===== config.mk =====
export PLATFORM = sky130hd
export DESIGN_NAME = conv_sequencer
export DESIGN_NICKNAME = d
export VERILOG_FILES = /design/src/rtl/convseq_pkg.sv /design/src/rtl/convseq_sync.sv /design/src/rtl/convseq_ctrl.sv /design/src/rtl/convseq_datapath.sv /design/src/rtl/conv_sequencer.sv
export SDC_FILE = /design/constraint.sdc
export NUM_CORES = 1
export LEC_CHECK = 0
export BUFFER_PORTS_ARGS = -buffer_cell sky130_fd_sc_hd__buf_2
export CAP_MARGIN = 10
export CORE_AREA = 2 2 44 46
export CTS_CLUSTER_SIZE = 25
export DETAILED_ROUTE_END_ITERATION = 10
export DIE_AREA = 0 0 46 48
export HOLD_SLACK_MARGIN = 0.06
export PLACE_DENSITY = 0.73
export SYNTH_ARGS = -nofsm -noshare
export SYNTH_HDL_FRONTEND = slang
export SYNTH_SLANG_ARGS = --single-unit

===== constraint.sdc =====
create_clock -name clk -period 2.35 [get_ports clk]
set_input_delay 0.235 -clock clk [delete_from_list [all_inputs] [get_ports clk]]
set_output_delay 0.235 -clock clk [all_outputs]
set_load 0.02 [all_outputs]

===== src/rtl/convseq_pkg.sv =====
package convseq_pkg;
  // Strobes from control to datapath, all valid for one cycle.
  typedef struct packed {
    logic reload;    // hwEnable went 0 -> 1
    logic advance;   // a start pulse is on the output this cycle
    logic intEvent;  // selected interrupt source fired
  } seqStrobe_t;
endpackage


===== src/rtl/convseq_sync.sv =====
module convseq_sync #(
  parameter int Stages = 2,
  parameter int Width  = 1
) (
  input  logic             clk,
  input  logic             rstN,
  input  logic [Width-1:0] din,
  output logic [Width-1:0] dout
);
  logic [Width-1:0] stage [Stages];

  generate
    for (genvar i = 0; i < Stages; i++) begin : g_stage
      if (i == 0) begin : g_first
        always_ff @(posedge clk or negedge rstN) begin
          if (!rstN) stage[0] <= '0;
          else       stage[0] <= din;
        end
      end else begin : g_rest
        always_ff @(posedge clk or negedge rstN) begin
          if (!rstN) stage[i] <= '0;
          else       stage[i] <= stage[i-1];
        end
      end
    end
  endgenerate

  assign dout = stage[Stages-1];
endmodule


===== src/rtl/convseq_ctrl.sv =====
module convseq_ctrl
  import convseq_pkg::*;
#(
  parameter int SyncStages = 2
) (
  input  logic       clk,
  input  logic       rstN,
  input  logic       hwEnable,
  input  logic       useInternal,
  input  logic       trigEnable,
  input  logic       gateEnable,
  input  logic       eocSel,
  input  logic       paceTick,
  input  logic       extClkIn,
  input  logic       digIn1,
  input  logic       eocIn,
  output logic       socPulse,
  output logic       trigSeen,
  output seqStrobe_t strobe
);
  localparam int PinCount = 2;

  logic [PinCount-1:0] pinRaw, pinSync;
  logic extSync, digSync, extPrev, digPrev, hwPrev, busy;
  logic extFall, extRise, digRise;
  logic trigMode, gateMode, qualOk, paceEvent, fire;

  assign pinRaw = {digIn1, extClkIn};

  convseq_sync #(.Stages(SyncStages), .Width(PinCount)) u_sync (
    .clk (clk),
    .rstN(rstN),
    .din (pinRaw),
    .dout(pinSync)
  );

  assign extSync = pinSync[0];
  assign digSync = pinSync[1];

  always_ff @(posedge clk or negedge rstN) begin
    if (!rstN) begin
      extPrev <= 1'b0;
      digPrev <= 1'b0;
      hwPrev  <= 1'b0;
    end else begin
      extPrev <= extSync;
      digPrev <= digSync;
      hwPrev  <= hwEnable;
    end
  end

  assign extFall = extPrev & ~extSync;
  assign extRise = ~extPrev & extSync;
  assign digRise = ~digPrev & digSync;

  // Trigger only when gate bit is clear; gate when both bits set.
  assign trigMode  = trigEnable & ~gateEnable;
  assign gateMode  = trigEnable & gateEnable;
  assign qualOk    = trigMode ? trigSeen : (gateMode ? digSync : 1'b1);
  assign paceEvent = useInternal ? paceTick : extFall;
  assign fire      = hwEnable & qualOk & paceEvent & ~busy;

  always_ff @(posedge clk or negedge rstN) begin
    if (!rstN) begin
      trigSeen <= 1'b0;
    end else if (!hwEnable) begin
      trigSeen <= 1'b0;
    end else if (trigMode && digRise) begin
      trigSeen <= 1'b1;
    end
  end

  always_ff @(posedge clk or negedge rstN) begin
    if (!rstN) begin
      busy     <= 1'b0;
      socPulse <= 1'b0;
    end else begin
      socPulse <= fire;
      if (!hwEnable)  busy <= 1'b0;
      else if (fire)  busy <= 1'b1;
      else if (eocIn) busy <= 1'b0;
    end
  end

  assign strobe.reload   = hwEnable & ~hwPrev;
  assign strobe.advance  = socPulse;
  assign strobe.intEvent = eocSel ? eocIn : extRise;

  // no start pulse follows a disabled cycle
  p_no_soc_disabled_r1: assert property (@(posedge clk) disable iff (!rstN)
    !hwEnable |=> !socPulse);
  // start pulse lasts a single cycle
  p_soc_one_cycle_r6: assert property (@(posedge clk) disable iff (!rstN)
    socPulse |=> !socPulse);
  // trigger status clears when disabled
  p_trig_clear_r4: assert property (@(posedge clk) disable iff (!rstN)
    !hwEnable |=> !trigSeen);
  // gate mode never reports a trigger
  p_gate_no_trig_r5: assert property (@(posedge clk) disable iff (!rstN)
    (gateMode && !trigSeen) |=> !trigSeen);
endmodule


===== src/rtl/convseq_datapath.sv =====
module convseq_datapath
  import convseq_pkg::*;
#(
  parameter int ChanW = 3
) (
  input  logic             clk,
  input  logic             rstN,
  input  seqStrobe_t       strobe,
  input  logic             scanEnable,
  input  logic [ChanW-1:0] fixedChan,
  input  logic [ChanW-1:0] scanFirst,
  input  logic [ChanW-1:0] scanLast,
  input  logic             intEnable,
  input  logic             intClear,
  output logic [ChanW-1:0] chanAddr,
  output logic             irqOut
);
  logic [ChanW-1:0] scanPtr, scanNext;
  logic             descending, irqFlag;

  assign descending = scanFirst > scanLast;

  always_comb begin
    if (scanPtr == scanLast)  scanNext = scanFirst;
    else if (descending)      scanNext = scanPtr - 1'b1;
    else                      scanNext = scanPtr + 1'b1;
  end

  always_ff @(posedge clk or negedge rstN) begin
    if (!rstN)               scanPtr <= '0;
    else if (strobe.reload)  scanPtr <= scanFirst;
    else if (strobe.advance) scanPtr <= scanNext;
  end

  assign chanAddr = scanEnable ? scanPtr : fixedChan;

  always_ff @(posedge clk or negedge rstN) begin
    if (!rstN)                irqFlag <= 1'b0;
    else if (strobe.intEvent) irqFlag <= 1'b1;
    else if (intClear)        irqFlag <= 1'b0;
  end

  assign irqOut = irqFlag & intEnable;

  // reload takes the start limit
  p_reload_first_r9: assert property (@(posedge clk) disable iff (!rstN)
    strobe.reload |=> scanPtr == $past(scanFirst));
  // a selected event leaves the flag set
  p_int_set_r11: assert property (@(posedge clk) disable iff (!rstN)
    strobe.intEvent |=> irqFlag);
  // flag is sticky until cleared
  p_int_sticky_r12: assert property (@(posedge clk) disable iff (!rstN)
    (irqFlag && !intClear) |=> irqFlag);
endmodule


===== src/rtl/conv_sequencer.sv =====
module conv_sequencer
  import convseq_pkg::*;
#(
  parameter int ChanW      = 3,
  parameter int SyncStages = 2
) (
  input  logic             clk,
  input  logic             rstN,
  input  logic             hwEnable,
  input  logic             useInternal,
  input  logic             trigEnable,
  input  logic             gateEnable,
  input  logic             scanEnable,
  input  logic             eocSel,
  input  logic             intEnable,
  input  logic             intClear,
  input  logic [ChanW-1:0] fixedChan,
  input  logic [ChanW-1:0] scanFirst,
  input  logic [ChanW-1:0] scanLast,
  input  logic             paceTick,
  input  logic             extClkIn,
  input  logic             digIn1,
  input  logic             eocIn,
  output logic             socPulse,
  output logic [ChanW-1:0] chanAddr,
  output logic             trigSeen,
  output logic             irqOut
);
  seqStrobe_t strobe;

  convseq_ctrl #(.SyncStages(SyncStages)) u_ctrl (
    .clk        (clk),
    .rstN       (rstN),
    .hwEnable   (hwEnable),
    .useInternal(useInternal),
    .trigEnable (trigEnable),
    .gateEnable (gateEnable),
    .eocSel     (eocSel),
    .paceTick   (paceTick),
    .extClkIn   (extClkIn),
    .digIn1     (digIn1),
    .eocIn      (eocIn),
    .socPulse   (socPulse),
    .trigSeen   (trigSeen),
    .strobe     (strobe)
  );

  convseq_datapath #(.ChanW(ChanW)) u_dp (
    .clk       (clk),
    .rstN      (rstN),
    .strobe    (strobe),
    .scanEnable(scanEnable),
    .fixedChan (fixedChan),
    .scanFirst (scanFirst),
    .scanLast  (scanLast),
    .intEnable (intEnable),
    .intClear  (intClear),
    .chanAddr  (chanAddr),
    .irqOut    (irqOut)
  );
endmodule


**Yosys cells after proc, flatten, opt, wreduce, memory -nomap -nowiden**

Index checks and enable logic that the tools add are counted.

- Mux-type cells: 16
- Equal/unequal tests: 3
- Reductions and logical operators: 3
- $add $sub $neg: 2
- Magnitude comparators: 1
- Bitwise gates (word level): 16

Operator list:

| kind | count |
|---|---|
| $mux W3 | 5 |
| $mux W1 | 11 |
| $and A1 B1 Y1 | 10 |
| $not A1 Y1 | 6 |
| $reduce_bool A2 Y1 | 2 |
| $add A3 B1 Y3 const B | 1 |
| $eq A3 B3 Y1 | 1 |
| $gt A3 B3 Y1 | 1 |
| $ne A3 B1 Y1 const B | 1 |
| $sub A3 B1 Y3 const B | 1 |
| $ne A2 B1 Y1 const B | 1 |
| $logic_and A1 B1 Y1 | 1 |

- Input port bits: 23
- Word-level logic and storage cells: 51
- Output and inout port bits: 6
- Register bits: 14

**Logic depth before layout (Yosys ltp)**

Gate-level depths: netlist (run 1).

- Depth in word-level cells: 8
- Gate-level depth with buffers: 9

**By module**

Synthesis (run 1) repeated with hierarchy kept, for this count alone.

- Cells, all modules: 79
- Area, all modules: 817.0 um2

Modules (own cells, without submodules):

| module | times used | sequential area each (um2) | area an instance (um2) | cells each |
|---|---|---|---|---|
| convseq_datapath | 1 | 100.1 | 449.2 | 50 |
| convseq_ctrl | 1 | 150.1 | 252.7 | 23 |
| convseq_sync | 1 | 100.1 | 115.1 | 6 |

**Worst setup path before layout (run 1)**

OpenSTA, ideal clock, no wires.

- Path kind: input to register
- Start point: in scanLast[1]
- End point: reg u_dp.scanPtr[2]
- Stages on the path: 8
- Setup time: 0.132 ns
- Data arrival time: 2.000 ns
- Required time: 2.218 ns
- Setup slack: 0.218 ns
- Buffers on the path: 0
- Cell sequence: inv_1 ha_1 a211oi_2 nor3_1 fa_1 nor4_1 nor3_1 or3b_1

- Cells in the longest elaborated chain, start to end: 5
- Elaborated cells between the ends (all ways): 6
- Classes of those cells: order compare: 1; eq/ne: 1; mux: 4

Ends and longest elaborated chain:

| item | line | source |
|---|---|---|
| start: declaration | conv_sequencer.sv:19 | `input logic [ChanW-1:0] scanLast,` |
| $gt A3 B3 Y1 | convseq_datapath.sv:21 | `assign descending = scanFirst > scanLast;` |
| $mux W3 | convseq_datapath.sv:25 | `else if (descending) scanNext = scanPtr - 1'b1;` |
| $mux W3 * | convseq_datapath.sv:24 | `if (scanPtr == scanLast) scanNext = scanFirst;` |
| $mux W3 * | convseq_datapath.sv:32 | `else if (strobe.advance) scanPtr <= scanNext;` |
| $mux W3 * | convseq_datapath.sv:31 | `else if (strobe.reload) scanPtr <= scanFirst;` |
| end signal: assignment | convseq_datapath.sv:31 |  |
| end signal: assignment | convseq_datapath.sv:32 |  |
| end: declaration | convseq_datapath.sv:18 | `logic [ChanW-1:0] scanPtr, scanNext;` |

Every way passes the cells marked *; elsewhere a longest branch is shown, timed or not. The select of a mux whose other input is x is not followed.
A chain may end at the register's enable or synchronous reset.

**Final worst setup path (run 1)**

Same ends and word-level chain as after synthesis.

==> impl_metrics.xml, run 1 <==
<?xml version="1.0" encoding="UTF-8"?>
<metrics>
  <group name="run_status">
    <metric name="outcome" unit="">finished clean</metric>
  </group>
  <group name="min_path">
    <metric name="worstHoldPathCells" unit="">1</metric>
    <metric name="min_path_type" unit="">in2reg</metric>
  </group>
  <group name="floorplanning">
    <metric name="io_pins" unit="">29</metric>
    <metric name="initial_utilization" unit="%">45.19</metric>
    <metric name="floorplan.die_area" unit="um^2">2208</metric>
    <metric name="core_area" unit="um^2">1689</metric>
    <metric name="placement_row_count" unit="">15</metric>
    <metric name="die_y" unit="um">48</metric>
    <metric name="die_w" unit="um">46</metric>
  </group>
  <group name="drt">
    <metric name="vias" unit="">644</metric>
    <metric name="detail-route-antenna-nets" unit="">0</metric>
    <metric name="drtPass1Iterations" unit="">4</metric>
    <metric name="routedWlPerCell" unit="um">11.30</metric>
    <metric name="routed_via_density" unit="">5.194</metric>
    <metric name="drtIter0Drc" unit="">11</metric>
    <metric name="drt_wl_total" unit="um">1401</metric>
    <metric name="detail_route.drc_violations" unit="">0</metric>
  </group>
  <group name="worst_setup_path">
    <metric name="critical_path.n_buffers_inverters" unit="">2</metric>
    <metric name="crit_top_cell" unit="">sky130_fd_sc_hd__nor3_1</metric>
    <metric name="cp_data_required_time" unit="ns">2.50</metric>
    <metric name="reg2reg_depth" unit="">4</metric>
    <metric name="cp_cell_sequence" unit="">buf_2 -&gt; inv_1 -&gt; ha_1 -&gt; a211oi_2 -&gt; nor3_1 -&gt; fa_1 -&gt; nor4_1 -&gt; nor3_1 -&gt; or3b_1</metric>
    <metric name="cp-start-kind" unit="">input port</metric>
    <metric name="worst_path_max_delay_cell" unit="">sky130_fd_sc_hd__fa_1</metric>
    <metric name="critical-path-top-delay-family" unit="">simple AND/OR/NAND/NOR gates</metric>
    <metric name="crit_path_max_fanout" unit="">3</metric>
    <metric name="critical_path_class" unit="">in2reg</metric>
    <metric name="setup.worst_path.end_class" unit="">register</metric>
    <metric name="critPathArrivalTime" unit="ns">2.22</metric>
    <metric name="worst_path_largest_cell_delay" unit="ns">0.39</metric>
    <metric name="cp_num_cells" unit="">9</metric>
  </group>
  <group name="yosys">
    <metric name="mean_instance_size_in_the_synthesized_netlist" unit="um^2">10.46</metric>
    <metric name="yosys_register_bits" unit="">14</metric>
    <metric name="syn_nets" unit="">100</metric>
    <metric name="yosysUniqueCellTypes" unit="">30</metric>
    <metric name="yosys.area.top_type_share" unit="%">45.90</metric>
    <metric name="synth_seq_area_share" unit="%">45.90</metric>
    <metric name="synth.largest_area_cell" unit="">sky130_fd_sc_hd__dfrtp_1</metric>
    <metric name="synth.top_cells.by_area" unit="">sky130_fd_sc_hd__dfrtp_1, sky130_fd_sc_hd__ha_1, sky130_fd_sc_hd__mux2_2, sky130_fd_sc_hd__inv_1, sky130_fd_sc_hd__xnor2_1</metric>
    <metric name="synthCells" unit="">73</metric>
    <metric name="yosys_warnings" unit="">0</metric>
    <metric name="post_synth_instance_area" unit="um^2">763.2</metric>
  </group>
  <group name="finish">
    <metric name="finish.cell_count_without_fillers" unit="">124</metric>
    <metric name="share_of_final_layout_standard_cells_stronger_than_drive_strength_1" unit="%">36.45</metric>
    <metric name="areaGrowthSynthToFinish" unit="%">28.03</metric>
    <metric name="mostFrequentLayoutCell" unit="">sky130_fd_sc_hd__buf_2</metric>
    <metric name="num-nets-final" unit="">136</metric>
    <metric name="antenna_diodes" unit="">0</metric>
    <metric name="layout.cells.most_common_list" unit="">sky130_fd_sc_hd__buf_2, sky130_fd_sc_hd__dfrtp_1, sky130_fd_sc_hd__inv_1</metric>
  </group>
  <group name="clock_tree">
    <metric name="ctsLongestPathBuffers" unit="">2</metric>
    <metric name="clock_sink_count" unit="">14</metric>
    <metric name="clk_pin_slew_worst_paths" unit="ns">0.07</metric>
    <metric name="post_cts.resized_instances" unit="">0</metric>
    <metric name="htree_levels" unit="">1</metric>
    <metric name="clock_latency" unit="ns">0.27</metric>
    <metric name="cts_tree" unit="">done</metric>
    <metric name="root_buffer" unit="">sky130_fd_sc_hd__clkbuf_4</metric>
    <metric name="cts_buffers" unit="">3</metric>
  </group>
  <group name="timing">
    <metric name="final_slew_violations" unit="">0</metric>
    <metric name="rsz0062_at_grt" unit="">false</metric>
    <metric name="hold_ws" unit="ns">0.1463</metric>
    <metric name="report.final.hold_viol_count" unit="">0</metric>
    <metric name="period_minus_slack" unit="ns">2.074</metric>
    <metric name="fmax" unit="GHz">0.4821</metric>
    <metric name="final_setup_violating_endpoints" unit="">0</metric>
    <metric name="post-route-period-util" unit="%">88.27</metric>
    <metric name="tightest_slew" unit="ns">0.3251</metric>
    <metric name="worst_slew_margin_rel" unit="%">78.12</metric>
    <metric name="fin_skew" unit="ns">0.005827</metric>
  </group>
  <group name="power_and_ir_drop">
    <metric name="total_power" unit="mW">0.6315</metric>
    <metric name="static-leakage-power" unit="nW">0.4710</metric>
    <metric name="worst_ir_drop_vdd" unit="mV">0.5659</metric>
    <metric name="power_density" unit="nW/um^2">646.3</metric>
  </group>
  <group name="grt">
    <metric name="first_global_vias" unit="">554</metric>
    <metric name="global_route.usage.total" unit="%">14.30</metric>
    <metric name="initial_antenna_violation_count" unit="">0</metric>
    <metric name="total_gr_overflow" unit="">0</metric>
    <metric name="first_pass_grt_wire_length" unit="um">2201</metric>
    <metric name="pin_count_of_the_biggest_net_entering_global_routing" unit="">15</metric>
  </group>
  <group name="place">
    <metric name="place_inst" unit="">118</metric>
    <metric name="hpwlAfterDp" unit="um">1191</metric>
    <metric name="portBuffers" unit="">28</metric>
    <metric name="gp_congestion" unit="">0.6821</metric>
  </group>
  <group name="job">
    <metric name="drv.max_cap_violation_count" unit="">0</metric>
  </group>
</metrics>
-- timing repair --
item | 4_1_cts | 5_1_grt
hold buffers | 1 | 2
setup endpoints to repair | 0 | 0
endpoints found under the hold margin | 14 | 2
buffers inserted | 0 | 0
-- kinds of logic (layout without fill, tap and decap cells) --
kind of cell             Yosys count  after routing  synth area share (%)
AO/OA/AOI/OAI                     18             18                 15.74
adder cells (fa/ha/maj)            4              4                 7.542
AND/OR/NAND/NOR                   23             23                 18.20
buffers and inverters              7             41                 3.443
multiplexers                       4              4                 5.737
flip-flops                        14             14                 45.90
XOR/XNOR                           3              3                 3.443
-- worst paths after layout --
kind,startpoint,end,slack (ns)
worst min-delay path,hwEnable,u_ctrl.hwPrev,0.15
min in group asynchronous,rstN,u_ctrl.digPrev,0.38
worst max register to register,u_dp.scanPtr[0],u_dp.scanPtr[2],0.51
max in group asynchronous,rstN,u_dp.scanPtr[2],1.74
worst max-delay path,scanLast[1],u_dp.scanPtr[2],0.28
worst min register to register,u_ctrl.u_sync.stage[2],u_ctrl.u_sync.dout[0],0.35
-- power by group --
group / switching, mW / leakage, nW / internal (mW)
clock: 0.0649 / 0.0138 / 0.0592
combinational: 0.102 / 0.290 / 0.102
sequential: 0.0351 / 0.168 / 0.268
-- state kept, by name, indices dropped and copies added, names as in the netlist --
register / cells
u_dp.scanPtr: 3
u_ctrl.extPrev: 1
u_ctrl.trigSeen: 1
u_ctrl.hwPrev: 1
u_dp.irqFlag: 1
u_ctrl.u_sync.dout: 2
u_ctrl.digPrev: 1
u_ctrl.busy: 1
u_ctrl.u_sync.stage: 2
u_ctrl.socPulse: 1
-- cell type report --
type | count | area [um^2]
Multi-Input combinational cell | 52 | 386.6
Sequential cell | 14 | 350.3
Timing Repair Buffer | 31 | 170.2
Tap cell | 17 | 21.27
Fill cell | 158 | 711.9
Clock buffer | 3 | 22.52
Inverter | 7 | 26.28
-- per-layer routing --
layer  global-route usage (%)  vias to the layer above  routed length, um
li1                         -                      329                  -
met1                    17.84                      289                663
met2                    22.50                       24                626
met3                    6.415                        2                105
met4                    4.000                        0                  7
met5                        0                        -                  0
-- cell usage after synthesis, drive strengths merged --
master,instances
a2111oi,1
a211oi,1
a21oi,4
a31oi,1
and2,1
and3,2
dfrtp,14
fa,1
ha,3
inv,7
mux2,3
mux2i,1
nand2,4
nand2b,1
nand3,2
nor2,6
nor3,2
nor3b,2
nor4,1
nor4b,1
o21a,1
o21ai,6
o21bai,1
o22ai,2
o31a,1
or3b,1
xnor2,3
-- stage by stage --
step / util [%] / setup TNS [ns] / worst slack (ns) / instance area (um^2)
6_report: 57.85 / 0 / 0.2757 / 977.2
4_1_cts: 56.67 / 0 / 0.2696 / 957.2
3_5_place_dp: 54.74 / -0.01068 / -0.01068 / 924.6
3_3_place_gp: 54.74 / 0 / 0.04872 / 924.6
5_1_grt: 57.85 / 0 / 0.1538 / 977.2
2_1_floorplan: - / 0 / 0.2180 / 763.2
No activity file was read; power rests on OpenSTA's default activity.
==> run 2, diff against run 1 <==
--- a/config.mk
+++ b/config.mk
@@ -7,12 +7,12 @@
 export LEC_CHECK = 0
 export BUFFER_PORTS_ARGS = -buffer_cell sky130_fd_sc_hd__buf_2
 export CAP_MARGIN = 10
-export CORE_AREA = 2 2 44 46
+export CORE_AREA = 2 2 46 48
 export CTS_CLUSTER_SIZE = 25
 export DETAILED_ROUTE_END_ITERATION = 10
-export DIE_AREA = 0 0 46 48
+export DIE_AREA = 0 0 48 50
 export HOLD_SLACK_MARGIN = 0.06
-export PLACE_DENSITY = 0.73
+export PLACE_DENSITY = 0.7
 export SYNTH_ARGS = -nofsm -noshare
 export SYNTH_HDL_FRONTEND = slang
 export SYNTH_SLANG_ARGS = --single-unit
==> constraint.sdc (replaced) <==
create_clock -name clk -period 1.8 [get_ports clk]
set_input_delay 0.18 -clock clk [delete_from_list [all_inputs] [get_ports clk]]
set_output_delay 0.18 -clock clk [all_outputs]
set_load 0.02 [all_outputs]
==> run 2 against run 1 <==
Total power increased by 50%; sequential power increased by 31%; global-route usage increased by 3.5 points; setup slack worse by 0.15 ns; clock-buffer cell count is 1 higher; routed wire length up 30%; clock skew decreased by 0.0037 ns; clock power increased by 80%; flip-flop and latch count unchanged; sequential share of layout area fell by 4.9 points; first-iteration DRC count increased by 36%.
==> impl_metrics.xml, run 2 (same netlist as run 1, synthesis figures left out) <==
<?xml version="1.0" encoding="UTF-8"?>
<metrics>
  <group name="finish">
    <metric name="antenna_diodes" unit="">0</metric>
    <metric name="number_of_filler_instances_in_the_final_layout" unit="">160</metric>
    <metric name="max_ffs_per_register" unit="">3</metric>
    <metric name="finalCoreUtilization" unit="%">59.47</metric>
    <metric name="mostFrequentLayoutCell" unit="">sky130_fd_sc_hd__buf_2</metric>
    <metric name="areaGrowthSynthToFinish" unit="%">48.20</metric>
    <metric name="finish.cell_count_without_fillers" unit="">144</metric>
    <metric name="largest-register" unit="">u_dp.scanPtr</metric>
    <metric name="share_of_final_layout_standard_cells_stronger_than_drive_strength_1" unit="%">48.72</metric>
    <metric name="num-nets-final" unit="">145</metric>
    <metric name="layout.cells.most_common_list" unit="">sky130_fd_sc_hd__buf_2, sky130_fd_sc_hd__dfrtp_1, sky130_fd_sc_hd__buf_4</metric>
  </group>
  <group name="floorplanning">
    <metric name="floorplan.die_area" unit="um^2">2400</metric>
    <metric name="die_y" unit="um">50</metric>
    <metric name="io_pins" unit="">29</metric>
    <metric name="die_w" unit="um">48</metric>
    <metric name="core_area" unit="um^2">1902</metric>
    <metric name="initial_utilization" unit="%">40.13</metric>
    <metric name="placement_row_count" unit="">16</metric>
  </group>
  <group name="clock_tree">
    <metric name="clock_latency" unit="ns">0.28</metric>
    <metric name="ctsLongestPathBuffers" unit="">2</metric>
    <metric name="htree_levels" unit="">1</metric>
    <metric name="clock_sink_count" unit="">14</metric>
    <metric name="cts_tree" unit="">done</metric>
    <metric name="clk_pin_slew_worst_paths" unit="ns">0.08</metric>
    <metric name="cts_buffers" unit="">3</metric>
    <metric name="root_buffer" unit="">sky130_fd_sc_hd__clkbuf_4</metric>
  </group>
  <group name="drt">
    <metric name="detail-route-antenna-nets" unit="">0</metric>
    <metric name="detail_route.drc_violations" unit="">0</metric>
    <metric name="drt_wl_total" unit="um">1818</metric>
    <metric name="vias" unit="">719</metric>
    <metric name="routed_via_density" unit="">4.993</metric>
    <metric name="drtPass1Iterations" unit="">4</metric>
    <metric name="routedWlPerCell" unit="um">12.63</metric>
    <metric name="drtIter0Drc" unit="">15</metric>
  </group>
  <group name="grt">
    <metric name="total_gr_overflow" unit="">0</metric>
    <metric name="first_global_vias" unit="">743</metric>
    <metric name="global_route.usage.total" unit="%">17.80</metric>
    <metric name="initial_antenna_violation_count" unit="">0</metric>
    <metric name="pin_count_of_the_biggest_net_entering_global_routing" unit="">15</metric>
    <metric name="first_pass_grt_wire_length" unit="um">3070</metric>
  </group>
  <group name="worst_setup_path">
    <metric name="cp_data_required_time" unit="ns">1.96</metric>
    <metric name="critPathArrivalTime" unit="ns">1.83</metric>
    <metric name="critical_path.n_buffers_inverters" unit="">3</metric>
    <metric name="setup.worst_path.end_class" unit="">register</metric>
    <metric name="cp_cell_sequence" unit="">buf_4 -&gt; inv_4 -&gt; ha_4 -&gt; inv_2 -&gt; a211oi_4 -&gt; nor3_2 -&gt; fa_2 -&gt; o31a_1 -&gt; o21ai_1 -&gt; or3b_1</metric>
    <metric name="worst_path_max_delay_cell" unit="">sky130_fd_sc_hd__fa_2</metric>
    <metric name="critical-path-top-delay-family" unit="">compound AO/OA/AOI/OAI gates</metric>
    <metric name="cp-startpoint" unit="">scanFirst[0]</metric>
    <metric name="critical_path_class" unit="">in2reg</metric>
    <metric name="cp-start-kind" unit="">input port</metric>
    <metric name="reg2reg_depth" unit="">4</metric>
    <metric name="crit-reg2reg-capture" unit="">u_dp.scanPtr[2]</metric>
    <metric name="crit-reg2reg-launch" unit="">u_dp.scanPtr[0]</metric>
    <metric name="worst-r2r-setup-slack" unit="ns">0.17</metric>
    <metric name="cp_num_cells" unit="">10</metric>
    <metric name="worst_path_largest_cell_delay" unit="ns">0.37</metric>
    <metric name="crit_path_max_fanout" unit="">3</metric>
    <metric name="crit_end" unit="">u_dp.scanPtr[2]</metric>
  </group>
  <group name="timing">
    <metric name="rsz0062_at_grt" unit="">false</metric>
    <metric name="tightest_slew" unit="ns">0.3189</metric>
    <metric name="report.final.hold_viol_count" unit="">0</metric>
    <metric name="period_minus_slack" unit="ns">1.672</metric>
    <metric name="fin_skew" unit="ns">0.002159</metric>
    <metric name="fmax" unit="GHz">0.5980</metric>
    <metric name="final_setup_violating_endpoints" unit="">0</metric>
    <metric name="worst_slew_margin_rel" unit="%">78.70</metric>
    <metric name="final_slew_violations" unit="">0</metric>
    <metric name="post-route-period-util" unit="%">92.91</metric>
  </group>
  <group name="place">
    <metric name="gp_congestion" unit="">0.7676</metric>
    <metric name="place_inst" unit="">137</metric>
    <metric name="portBuffers" unit="">28</metric>
    <metric name="hpwlAfterDp" unit="um">1438</metric>
  </group>
  <group name="job">
    <metric name="drv.max_cap_violation_count" unit="">0</metric>
  </group>
  <group name="run_status">
    <metric name="outcome" unit="">finished clean</metric>
  </group>
  <group name="min_path">
    <metric name="min_path_type" unit="">in2reg</metric>
  </group>
  <group name="power_and_ir_drop">
    <metric name="static-leakage-power" unit="nW">0.5244</metric>
    <metric name="worst_ir_drop_vdd" unit="mV">0.5447</metric>
    <metric name="power_density" unit="nW/um^2">835.9</metric>
  </group>
</metrics>
==> run 2: worst min path at each step <==
stage / to / startpoint / depth (start not counted) / slack, ns
after floorplan: u_ctrl.busy / rstN / 0 / -0.12
after global placement: u_dp.irqFlag / rstN / 1 / 0.09
after detailed placement: u_ctrl.u_sync.stage[2] / rstN / 1 / 0.09
after CTS: u_ctrl.hwPrev / hwEnable / 1 / 0.07
after global routing: u_ctrl.hwPrev / hwEnable / 1 / 0.06
final: u_ctrl.hwPrev / hwEnable / 1 / 0.08
==> run 2: where the power goes <==
group          internal, mW  switching, mW
Combinational         0.165          0.159
Clock                 0.123         0.0998
Sequential            0.350         0.0479
==> run 2: worst reg2reg max path, cell delays in order, from the launching register on <==
cell	delay (ns)
sky130_fd_sc_hd__dfrtp_1	0.47
sky130_fd_sc_hd__fa_2	0.44
sky130_fd_sc_hd__o31a_1	0.14
sky130_fd_sc_hd__o21ai_1	0.11
sky130_fd_sc_hd__or3b_1	0.36
==> run 2: timing repair <==
item | 4_1_cts | 5_1_grt
gates resized for setup | 1 | 6
endpoints found under the hold margin | 16 | 0
setup endpoints to repair | 1 | 1
buffers inserted | 0 | 0
hold buffers | 3 | 0
pin swaps | 0 | 6
==> run 2: final cells by class <==
cell class,instances,area (um^2),area share (%)
Tap cell,27,33.78,2.987
Multi-Input combinational cell,52,441.7,39.05
Sequential cell,14,350.3,30.97
Clock buffer,4,36.28,3.208
Inverter,7,28.78,2.544
Timing Repair Buffer,40,240.2,21.24
==> run 2: metrics by stage <==
stage / power (mW) / setup WS (ns) / instance area [um^2] / hold WS (ns) / setup TNS (ns)
after floorplan: 0.5918 / -0.1094 / 797.0 / -0.1156 / -0.1094
after global placement: 0.6947 / -0.2312 / 1039 / 0.08702 / -0.2312
after detailed placement: 0.7104 / -0.3032 / 1039 / 0.09070 / -0.3032
after CTS: 0.9533 / 0.01676 / 1114 / 0.06726 / 0
after global routing: 1.019 / 0.02064 / 1131 / 0.06029 / 0
final: 0.9454 / 0.1277 / 1131 / 0.08094 / 0
==> run 2: layer usage <==
layer / part of all wire [%] / track usage, % / up-vias
li1: - / - / 349
met4: 0.72 / 4.054 / 0
met1: 40 / 20.70 / 342
met5: 0 / 0 / -
met3: 5.9 / 4.396 / 2
met2: 53 / 31.33 / 26
==> run 3, diff against run 2 <==
--- a/config.mk
+++ b/config.mk
@@ -5,14 +5,15 @@
 export SDC_FILE = /design/constraint.sdc
 export NUM_CORES = 1
 export LEC_CHECK = 0
+export ABC_AREA = 1
 export BUFFER_PORTS_ARGS = -buffer_cell sky130_fd_sc_hd__buf_2
 export CAP_MARGIN = 10
-export CORE_AREA = 2 2 46 48
+export CORE_AREA = 2 2 47 49
 export CTS_CLUSTER_SIZE = 25
 export DETAILED_ROUTE_END_ITERATION = 10
-export DIE_AREA = 0 0 48 50
+export DIE_AREA = 0 0 49 51
 export HOLD_SLACK_MARGIN = 0.06
-export PLACE_DENSITY = 0.7
+export PLACE_DENSITY = 0.68
 export SYNTH_ARGS = -nofsm -noshare
 export SYNTH_HDL_FRONTEND = slang
 export SYNTH_SLANG_ARGS = --single-unit
==> run 3 against run 2 <==
Cell area decreased by 8.4%; sequential share of layout area rose by 2.8 points; via count unchanged; critical path depth grew 4; global-route usage down 4.4 points; largest power group unchanged; sequential power rose by 6.5%; final cell count is 13% higher; clock-buffer cell count is 1 lower; flip-flop and latch count did not move; core utilization is 9.3 points lower; worst hold slack improved by 0.033 ns; register-to-register slack gained 0.17 ns.
==> impl_metrics.xml, run 3 <==
<?xml version="1.0" encoding="UTF-8"?>
<metrics>
  <group name="finish">
    <metric name="antenna_diodes" unit="">0</metric>
    <metric name="finish.cell_count_without_fillers" unit="">163</metric>
    <metric name="mostFrequentLayoutCell" unit="">sky130_fd_sc_hd__buf_2</metric>
    <metric name="layout.cells.most_common_list" unit="">sky130_fd_sc_hd__buf_2, sky130_fd_sc_hd__nand2_1, sky130_fd_sc_hd__inv_1</metric>
    <metric name="share_of_final_layout_standard_cells_stronger_than_drive_strength_1" unit="%">31.11</metric>
    <metric name="largest-register" unit="">u_dp.scanPtr</metric>
    <metric name="final_cell_area" unit="um^2">1036</metric>
    <metric name="num-nets-final" unit="">164</metric>
    <metric name="finalCoreUtilization" unit="%">50.21</metric>
    <metric name="areaGrowthSynthToFinish" unit="%">35.29</metric>
    <metric name="max_ffs_per_register" unit="">3</metric>
  </group>
  <group name="drt">
    <metric name="routed_via_density" unit="">4.411</metric>
    <metric name="detail-route-antenna-nets" unit="">0</metric>
    <metric name="drt_wl_total" unit="um">1572</metric>
    <metric name="routedWlPerCell" unit="um">9.644</metric>
    <metric name="detail_route.drc_violations" unit="">0</metric>
    <metric name="vias" unit="">719</metric>
    <metric name="drtPass1Iterations" unit="">4</metric>
    <metric name="drtIter0Drc" unit="">16</metric>
  </group>
  <group name="worst_setup_path">
    <metric name="worst_path_max_delay_cell" unit="">sky130_fd_sc_hd__fa_2</metric>
    <metric name="crit-reg2reg-launch" unit="">u_dp.scanPtr[0]</metric>
    <metric name="worst-r2r-setup-slack" unit="ns">0.34</metric>
    <metric name="crit_path_max_fanout" unit="">3</metric>
    <metric name="reg2reg_depth" unit="">7</metric>
    <metric name="cp_data_required_time" unit="ns">1.96</metric>
    <metric name="cp-start-kind" unit="">input port</metric>
    <metric name="critPathArrivalTime" unit="ns">1.79</metric>
    <metric name="cp_cell_sequence" unit="">buf_2 -&gt; inv_1 -&gt; ha_1 -&gt; a21oi_1 -&gt; nand2_1 -&gt; nand2_1 -&gt; inv_1 -&gt; fa_2 -&gt; xor2_2 -&gt; nand3_1 -&gt; nand2_1 -&gt; nand2_1 -&gt; nand3_1 -&gt; nand2_1</metric>
    <metric name="crit_top_cell" unit="">sky130_fd_sc_hd__nand2_1</metric>
    <metric name="critical_path_class" unit="">in2reg</metric>
    <metric name="worst_path_largest_cell_delay" unit="ns">0.35</metric>
    <metric name="setup.worst_path.end_class" unit="">register</metric>
    <metric name="crit-reg2reg-capture" unit="">u_dp.scanPtr[2]</metric>
  </group>
  <group name="yosys">
    <metric name="yosys_warnings" unit="">0</metric>
    <metric name="synth_most_common_cell" unit="">sky130_fd_sc_hd__nand2_1</metric>
    <metric name="async_reset_ff_share" unit="%">100.0</metric>
    <metric name="synth.top_cells.by_area" unit="">sky130_fd_sc_hd__dfrtp_1, sky130_fd_sc_hd__nand2_1, sky130_fd_sc_hd__inv_1, sky130_fd_sc_hd__ha_1, sky130_fd_sc_hd__nand3_1</metric>
    <metric name="yosys-mux-area-fraction" unit="%">1.471</metric>
    <metric name="yosys.area.top_type_share" unit="%">45.75</metric>
    <metric name="syn_nets" unit="">124</metric>
    <metric name="synth_fa_ha_area_share" unit="%">7.516</metric>
    <metric name="yosysUniqueCellTypes" unit="">20</metric>
    <metric name="synth-compound-area-share" unit="%">7.026</metric>
    <metric name="synth.cells.most_frequent" unit="">sky130_fd_sc_hd__nand2_1, sky130_fd_sc_hd__inv_1, sky130_fd_sc_hd__dfrtp_1</metric>
    <metric name="post_synth_instance_area" unit="um^2">765.7</metric>
    <metric name="synth_top_family_by_area" unit="">simple AND/OR/NAND/NOR gates</metric>
    <metric name="synth_seq_area_share" unit="%">45.75</metric>
    <metric name="mean_instance_size_in_the_synthesized_netlist" unit="um^2">7.894</metric>
    <metric name="yosys_register_bits" unit="">14</metric>
    <metric name="ys_dominant_reg_cell" unit="">sky130_fd_sc_hd__dfrtp_1</metric>
    <metric name="synth.largest_area_cell" unit="">sky130_fd_sc_hd__dfrtp_1</metric>
    <metric name="number_of_synthesized_flops_with_an_enable_pin" unit="">0</metric>
    <metric name="synth-simple-area-share" unit="%">25.65</metric>
    <metric name="synth_xor_area_share" unit="%">2.288</metric>
    <metric name="synthCells" unit="">97</metric>
  </group>
  <group name="timing">
    <metric name="tightest_slew" unit="ns">0.3032</metric>
    <metric name="final_setup_violating_endpoints" unit="">0</metric>
    <metric name="report.final.hold_viol_count" unit="">0</metric>
    <metric name="fmax" unit="GHz">0.6156</metric>
    <metric name="fin_skew" unit="ns">0.001638</metric>
    <metric name="post-route-period-util" unit="%">90.25</metric>
    <metric name="worst_slew_margin_rel" unit="%">79.79</metric>
    <metric name="final_slew_violations" unit="">0</metric>
    <metric name="period_minus_slack" unit="ns">1.625</metric>
  </group>
  <group name="floorplanning">
    <metric name="die_y" unit="um">51</metric>
    <metric name="io_pins" unit="">29</metric>
    <metric name="die_w" unit="um">49</metric>
    <metric name="placement_row_count" unit="">17</metric>
    <metric name="floorplan.die_area" unit="um^2">2499</metric>
    <metric name="core_area" unit="um^2">2063</metric>
    <metric name="initial_utilization" unit="%">37.11</metric>
  </group>
  <group name="run_status">
    <metric name="outcome" unit="">finished clean</metric>
  </group>
  <group name="grt">
    <metric name="total_gr_overflow" unit="">0</metric>
    <metric name="pin_count_of_the_biggest_net_entering_global_routing" unit="">15</metric>
    <metric name="global_route.usage.total" unit="%">13.39</metric>
    <metric name="initial_antenna_violation_count" unit="">0</metric>
    <metric name="first_pass_grt_wire_length" unit="um">2573</metric>
    <metric name="first_global_vias" unit="">695</metric>
  </group>
  <group name="min_path">
    <metric name="hold_path_end" unit="">u_ctrl.busy</metric>
    <metric name="min_path_type" unit="">in2reg</metric>
    <metric name="worstHoldPathCells" unit="">2</metric>
    <metric name="hold_path_startpoint" unit="">eocIn</metric>
  </group>
  <group name="place">
    <metric name="placed_inst_area" unit="um^2">963.4</metric>
    <metric name="portBuffers" unit="">28</metric>
    <metric name="place_inst" unit="">156</metric>
    <metric name="hpwlAfterDp" unit="um">1313</metric>
    <metric name="gp_congestion" unit="">0.8092</metric>
  </group>
  <group name="clock_tree">
    <metric name="ctsLongestPathBuffers" unit="">2</metric>
    <metric name="root_buffer" unit="">sky130_fd_sc_hd__clkbuf_4</metric>
    <metric name="htree_levels" unit="">1</metric>
    <metric name="clock_latency" unit="ns">0.27</metric>
    <metric name="clock_sink_count" unit="">14</metric>
    <metric name="clk_pin_slew_worst_paths" unit="ns">0.07</metric>
    <metric name="cts_tree" unit="">done</metric>
    <metric name="cts_buffers" unit="">3</metric>
    <metric name="post_cts_buffers" unit="">0</metric>
  </group>
  <group name="power_and_ir_drop">
    <metric name="power_density" unit="nW/um^2">952.4</metric>
    <metric name="worst_ir_drop_vdd" unit="mV">0.5768</metric>
    <metric name="static-leakage-power" unit="nW">0.5969</metric>
  </group>
  <group name="job">
    <metric name="drv.max_cap_violation_count" unit="">0</metric>
  </group>
</metrics>
[run 3: cell type report]
class,count,area [um^2]
repair buffers,35,202.7
flip-flops and latches,14,350.3
inverters,21,78.83
multi-input cells,62,346.6
well taps,28,35.03
fillers,211,1027
clock buffers,3,22.52
[run 3: what timing repair did]
| action | 4_1_cts | 5_1_grt |
|---|---|---|
| endpoints found under the hold margin | 17 | 0 |
| setup endpoints to repair | 0 | 1 |
| gates resized for setup | 0 | 2 |
| hold buffers | 4 | 0 |
[run 3: through the flow]
| stage | setup WS (ns) | hold slack, ns | setup TNS, ns | total power [mW] |
|---|---|---|---|---|
| 5_1_grt | -0.004002 | 0.1220 | -0.004002 | 1.079 |
| 2_1_floorplan | 0.06701 | -0.1156 | 0 | 0.6776 |
| 3_5_place_dp | -0.1813 | 0.08592 | -0.2025 | 0.8070 |
| 6_report | 0.1755 | 0.1135 | 0 | 0.9867 |
| 3_3_place_gp | -0.07611 | 0.08517 | -0.07611 | 0.7837 |
| 4_1_cts | 0.1222 | 0.1065 | 0 | 0.9835 |
[run 3: critical path: cells and delay by family]
family	cells	cell delay, ns
and+or+nand+nor	7	0.49
buffers and inverters	3	0.19
xor gates and xnor gates	1	0.16
AOI/OAI and AO/OA	1	0.13
adders and majority gates	2	0.65
[run 3: worst max path at each step]
stage                      from              end  depth (start not counted)
finish              scanLast[2]  u_dp.scanPtr[2]                         14
global route        scanLast[2]  u_dp.scanPtr[2]                         14
CTS                 scanLast[2]  u_dp.scanPtr[2]                         14
detailed placement  scanLast[2]  u_dp.scanPtr[2]                         14
global placement    scanLast[2]  u_dp.scanPtr[2]                         14
floorplan           scanLast[2]  u_dp.scanPtr[2]                         13
[run 3: power breakdown]
group	switching [mW]	leakage, nW	internal [mW]	total, mW
Sequential	0.0645	0.170	0.360	0.424
Clock	0.0864	0.0138	0.0774	0.164
Combinational	0.220	0.413	0.179	0.399
[run 3: cells by family (layout without fill, tap and decap cells)]
family	count (synthesis)	in the layout
flip-flops	14	14
buffers and inverters	21	59
AND/OR/NAND/NOR	45	45
multiplexers	1	1
adder cells (fa/ha/maj)	4	4
XOR/XNOR	2	2
AO/OA/AOI/OAI	10	10
[run 3: layer usage]
layer | vias to the layer above | global-route usage, % | part of all wire (%)
li1 | 376 | - | -
met1 | 316 | 13.81 | 41
met2 | 25 | 27.40 | 53
met3 | 2 | 1.170 | 4.8
met4 | 0 | 5.714 | 1.3
met5 | - | 0 | 0
